--- config.mk ---
export PLATFORM = sky130hd
export DESIGN_NAME = sio_status_reg
export DESIGN_NICKNAME = d
export VERILOG_FILES = /design/src/rtl/sio_status_reg.sv
export SDC_FILE = /design/constraint.sdc
export NUM_CORES = 1
export LEC_CHECK = 0
export BUFFER_PORTS_ARGS = -buffer_cell sky130_fd_sc_hd__buf_2
export CAP_MARGIN = 0
export CELL_PAD_IN_SITES_DETAIL_PLACEMENT = 1
export CELL_PAD_IN_SITES_GLOBAL_PLACEMENT = 1
export CORE_MARGIN = 3
export CORE_UTILIZATION = 33
export CTS_BUF_LIST = sky130_fd_sc_hd__clkbuf_4 sky130_fd_sc_hd__clkbuf_8 sky130_fd_sc_hd__clkbuf_16
export CTS_CLUSTER_DIAMETER = 80
export DETAILED_ROUTE_END_ITERATION = 10
export PLACE_DENSITY = 0.84
export SYNTH_ARGS = -nofsm -noshare
export SYNTH_HDL_FRONTEND = slang
export SYNTH_SLANG_ARGS = --single-unit
--- constraint.sdc ---
create_clock -name clk -period 1.9 [get_ports clk]
set_clock_uncertainty 0.2 [all_clocks]
set_input_delay 0.285 -clock clk [delete_from_list [all_inputs] [get_ports clk]]
set_output_delay 0.285 -clock clk [all_outputs]
set_load 0.02 [all_outputs]
--- src/rtl/sio_status_reg.sv ---
module sio_status_reg (
  input  logic       clk,
  input  logic       rst_n,
  input  logic       stby,
  input  logic       rd_en,
  input  logic       wr_en,
  input  logic [7:0] wdata,
  output logic [7:0] rdata,
  input  logic       txe_set,
  input  logic       rxf_set,
  input  logic       ovr_set,
  input  logic       frm_set,
  input  logic       par_set,
  input  logic       tend_set,
  input  logic       tend_clr,
  input  logic       mpb_vld,
  input  logic       mpb_bit
);
  localparam int        NFLAG   = 5;
  localparam logic [7:0] INIT_VAL = 8'h84;

  logic [NFLAG-1:0] flag_q, arm_q;
  logic             tend_q, mpb_q, mpbt_q;

  wire [NFLAG-1:0] hw_set  = {txe_set, rxf_set, ovr_set, frm_set, par_set};
  wire [NFLAG-1:0] zero_wr = {NFLAG{wr_en}} & ~wdata[7:8-NFLAG];
  wire [NFLAG-1:0] seen_hi = {NFLAG{rd_en}} & flag_q;
  wire [NFLAG-1:0] clr_ok  = zero_wr & arm_q;

  always_ff @(posedge clk or negedge rst_n) begin
    if (!rst_n) begin
      {flag_q, tend_q, mpb_q, mpbt_q} <= INIT_VAL;
      arm_q <= '0;
    end else if (stby) begin
      {flag_q, tend_q, mpb_q, mpbt_q} <= INIT_VAL;
      arm_q <= '0;
    end else begin
      flag_q <= (flag_q & ~clr_ok) | hw_set;
      arm_q  <= ~hw_set & ((arm_q & ~zero_wr) | seen_hi);
      if (tend_set)      tend_q <= 1'b1;
      else if (tend_clr) tend_q <= 1'b0;
      if (mpb_vld) mpb_q  <= mpb_bit;
      if (wr_en)   mpbt_q <= wdata[0];
    end
  end

  assign rdata = {flag_q, tend_q, mpb_q, mpbt_q};
endmodule

=== Word-level counts from Yosys, hierarchy flattened ===
Cells that the tools add are included.

* Bits in registers: 13
* Latch bits: 0
* RAM bits: 0
* ROM bits: 0
* Input bits: 22
* Output and inout bits: 8
* Word-level logic and storage cells: 29
* Memories: 0

* Add/sub/neg operators: 0
* $mul: 0
* Divide/modulo/power cells: 0
* Order comparisons: 0
* Eq/ne operators: 0
* Shifts and indexed selects: 0
* Mux-type cells: 9
* Bitwise gates (word level): 12
* Reductions and logical operators: 3

{| class="wikitable"
|+ Operators by type and width
! kind !! number
|-
| $and 5x5->5 || 6
|-
| $not 5->5 || 4
|-
| $mux 5 || 2
|-
| $or 5x5->5 || 2
|-
| $mux 1 || 7
|-
| $reduce_bool 2->1 || 2
|-
| $reduce_bool 3->1 || 1
|}

=== Depth between registers and ports, before layout ===
* Depth in word-level cells: 7
* Depth in mapped cells: 4

=== Worst setup path after synthesis ===
OpenSTA, ideal clock, no wires.

* Path kind: register to output
* Start point: register tend_q
* End point: output rdata[2]
* Arrival: 0.629 ns
* Data required time: 1.415 ns
* Slack: 0.786 ns
* Cell stages (with the launch flop): 2
* Path through: dfstp_2 > buf_4

{| class="wikitable"
|+ RTL lines
! item !! line !! source
|-
| from (decl) || 23 || <nowiki>logic tend_q, mpb_q, mpbt_q;</nowiki>
|-
| from (signal assigned) || 32 || <nowiki>{flag_q, tend_q, mpb_q, mpbt_q} <= INIT_VAL;</nowiki>
|-
| from (signal assigned) || 35 || <nowiki>{flag_q, tend_q, mpb_q, mpbt_q} <= INIT_VAL;</nowiki>
|-
| from (signal assigned) || 40 || <nowiki>if (tend_set) tend_q <= 1'b1;</nowiki>
|-
| to (decl) || 8 || <nowiki>output logic [7:0] rdata,</nowiki>
|}

No word-level cell between the ends.

=== Worst setup path in the final report ===
* Start point: register flag_q[4]
* End point: output rdata[7]

{| class="wikitable"
|+ RTL lines
! item !! line !! source
|-
| from (decl) || 22 || <nowiki>logic [NFLAG-1:0] flag_q, arm_q;</nowiki>
|-
| from (signal assigned) || 38 || <nowiki>flag_q <= (flag_q & ~clr_ok) | hw_set;</nowiki>
|}

No word-level cell between the ends.

==> flow_results.org <==
** Outcome
- The run finished with clean final reports.

** Clock tree
- Count of H-tree levels built during CTS :: 1
- Clock Sinks :: 13
- Counting along the longest clock path gives a buffer depth of 2.
- Clock slew seen by the registers of the worst setup and hold paths :: 0.08 ns
- TritonCTS built the clock tree.
- The tree is rooted in a sky130_fd_sc_hd__clkbuf_4.
- Clock tree synthesis inserted a total of 3 buffers.
- At the later pin of the worst-skew pair, clock insertion delay measures 0.26 ns.

** Critical path
- For the worst setup path, the data arrival time is 0.97 ns.
- Largest fanout on the critical path :: 3
- The worst setup path is captured at an output port.
- The kind of cell with the highest combined delay along the critical path is flip-flops.
- Together, buffers and inverters on the worst path number 1.
- Longest individual stage delay on the worst path :: 0.55 ns
- Required time of the worst setup path :: 1.41 ns
- Critical path, cell by cell :: buf_2
- Startpoint type of the worst setup path :: flop
- Max stage delay cell, worst path :: sky130_fd_sc_hd__dfstp_2
- Crit path kind :: flop to output port

** Yosys
- Number of distinct standard cells referenced by the synthesized netlist :: 14
- Number of register bits inferred by synthesis :: 13
- Total nets after synthesis :: 76
- Cell count after synthesis :: 54
- Avg Cell Area, Syn :: 10.7 um2
- For this run, the number of Yosys warnings is 0.
- Sequential cells were found to cover 56.7% of the synthesized design area.
- The mapped netlist covers 578 um2.

** Floorplanning
- Number of rows in the core area :: 14
- Core Area :: 1580 um2
- The die covers 2290 um2.
- Die span in x :: 47.9 um
- The initial utilization of the core area, before any placement, comes to 36.7%.
- During I/O placement, the number of pins put on the boundary was 30.
- Height of the die :: 47.9 um

** Layout
- The repair_antennas step left the layout with diodes totalling 0.
- Layout overhead on the synthesized area :: 38.1%
- Most used cells in the layout excluding fill and tap cells :: sky130_fd_sc_hd__buf_2, sky130_fd_sc_hd__dfrtp_1, sky130_fd_sc_hd__nor2_1, sky130_fd_sc_hd__dlygate4sd3_1
- Core Util, Final :: 50.6%
- Most frequent standard cell in the layout excluding fill and tap cells :: sky130_fd_sc_hd__buf_2
- For this run, the number of standard cells in the final layout without fillers is 103.
- In the final design database the tool counted 110 nets.
- Fraction of final layout cells with drive strength greater than 1 :: 37.9%
- Fill cell count :: 192

** Global route
- Global-route total usage across every layer :: 13.4%
- The first global-routing pass estimated 2190 um of wire.
- Grt total ovfl :: 0
- The via count of the first global-routing pass came to 527.
- Largest net degree at the start of global routing :: 14
- Number of antenna violations at the first check in global routing :: 0

** Min path
- Worst min-delay path category :: input port to flop

** STA
- Measured against its own limit, the worst slew margin works out to 80.9%.
- The smallest clock period supported by the final layout is computed as 1.46 ns.
- Final setup violating endpoints :: 0
- After routing, the total negative slack on setup checks comes to 0 ns.
- Setup repair after global routing left no endpoint under its margin.
- Least-Margin Pin Slew :: 0.287 ns
- The final critical path takes up 76.7% of the cycle.
- Max-slew violation total from the final report :: 0
- Once routing completed, OpenROAD measured the worst setup slack at 0.442 ns.
- Hold Violations, Final :: 0
- Based on the critical path, the design can be clocked at up to 686 MHz.

** Power and ir drop
- Total leakage power :: 0.391 nW
- Pwr dens :: 716 nW/um2
- Maximum resistive drop on vdd :: 0.344 mV

** Route
- Detailed-route DRC error count :: 0
- In the routed layout, each cell is associated on average with a via count of 5.17.
- Final wirelength :: 1420 um
- In this run, the number of DRC markers left after iteration 0 of detailed routing was 1.
- Met2 Routed Length :: 738 um
- Post-DRT Antenna Nets :: 0
- Dividing the detail-routed wire length by the instance count gives 13.8 um.
- Met1 layer wirelength in the final routing :: 605 um
- Via total after detailed routing :: 533
- Detailed routing placed a total of 58 um of wire on met3.
- In this run the top signal layer used is met4.
- First-pass iteration count of the detailed router :: 2

** Placement
- After detailed placement, the design holds a cell count of 92.
- OpenSTA, run right after detailed placement, puts the worst setup slack at 0.732 ns.
- Routability congestion estimate :: 0.665
- In this run the tool buffered the top-level ports with 27 buffer cells.
- Post-DP HPWL :: 1040 um

** Job
- Number of violations of the max-capacitance limit :: 0
[final cells by class]
cell class                 count  area (um2)  area share, %
timing repair buffer          34         205           25.7
tap                           16        20.0           2.51
clock buffer                   4        30.0           3.76
multi-input combinational     35         211           26.5
sequential                    13         328           41.1
inverter                       1        3.75          0.470
[power by group]
part | total [mW] | internal [mW] | switching (mW)
clock | 0.180 | 0.0953 | 0.0843
sequential | 0.298 | 0.290 | 0.00750
combinational | 0.0941 | 0.0448 | 0.0493
total | 0.571 | 0.430 | 0.141
[per-stage QoR]
stage / power, mW / area, um2 / hold slack [ns]
after CTS: 0.577 / 798 / 0.0429
after floorplan: 0.348 / 578 / -0.211
after global placement: 0.383 / 698 / -0.0163
after global routing: 0.606 / 798 / 0.0511
after detailed placement: 0.387 / 698 / -0.0129
final: 0.571 / 798 / 0.0429
[state kept, by name (all words and copies together) (netlist names)]
| register | count |
|---|---|
| arm_q | 5 |
| tend_q | 1 |
| mpb_q | 1 |
| flag_q | 5 |
| mpbt_q | 1 |
[layer usage]
layer | vias up | GRT usage (%)
met2 | 15 | 25.6
met3 | 2 | 2.26
met4 | 0 | 4.84
met5 | - | 0
met1 | 263 | 14.6
li1 | 253 | -
[path summary, 6_finish.rpt]
check,end,cells past startpoint,start,slack [ns]
max,rdata[7],1,flag_q[4],0.44
min,tend_q,3,tend_set,0.04
max reg2reg,arm_q[4],2,flag_q[4],0.85
min reg2reg,tend_q,2,tend_q,0.28
max in group asynchronous,tend_q,2,rst_n,1.00
min in group asynchronous,arm_q[0],2,rst_n,0.23
[synthesized netlist by cell type]
library cell               count  area (um2)
sky130_fd_sc_hd__nor3_1        5        25.0
sky130_fd_sc_hd__o21ai_0       1        5.00
sky130_fd_sc_hd__buf_2         1        5.00
sky130_fd_sc_hd__inv_1         1        3.75
sky130_fd_sc_hd__dfrtp_1      11         275
sky130_fd_sc_hd__nand2b_1      5        31.3
sky130_fd_sc_hd__nor2_1        7        26.3
sky130_fd_sc_hd__nand3b_1      5        37.5
sky130_fd_sc_hd__a21oi_1       4        20.0
sky130_fd_sc_hd__dfstp_2       2        52.6
sky130_fd_sc_hd__buf_4         4        30.0
sky130_fd_sc_hd__mux2i_1       2        20.0
sky130_fd_sc_hd__a22oi_1       5        37.5
sky130_fd_sc_hd__a211o_1       1        8.76
[worst min-delay path, stage by stage]
cell,delay (ns)
sky130_fd_sc_hd__buf_2,0.08
sky130_fd_sc_hd__nor2_1,0.04
sky130_fd_sc_hd__o21ai_0,0.06
[cells by family (layout without fill, tap and decap cells)]
group / Yosys count / count (layout) / synth area share [%]
multiplexers: 2 / 2 / 3.46
buffers and inverters: 6 / 39 / 6.71
flip-flops: 13 / 13 / 56.7
AO/OA/AOI/OAI: 11 / 11 / 12.3
AND/OR/NAND/NOR: 22 / 22 / 20.8
[repair_timing]
item / in CTS / in global routing
hold buffers: 7 / 0
endpoints found under the hold margin: 19 / 0
buffers inserted: 0 / 0
gates resized for setup: 0 / 0
Power figures use the tool's default switching activity.
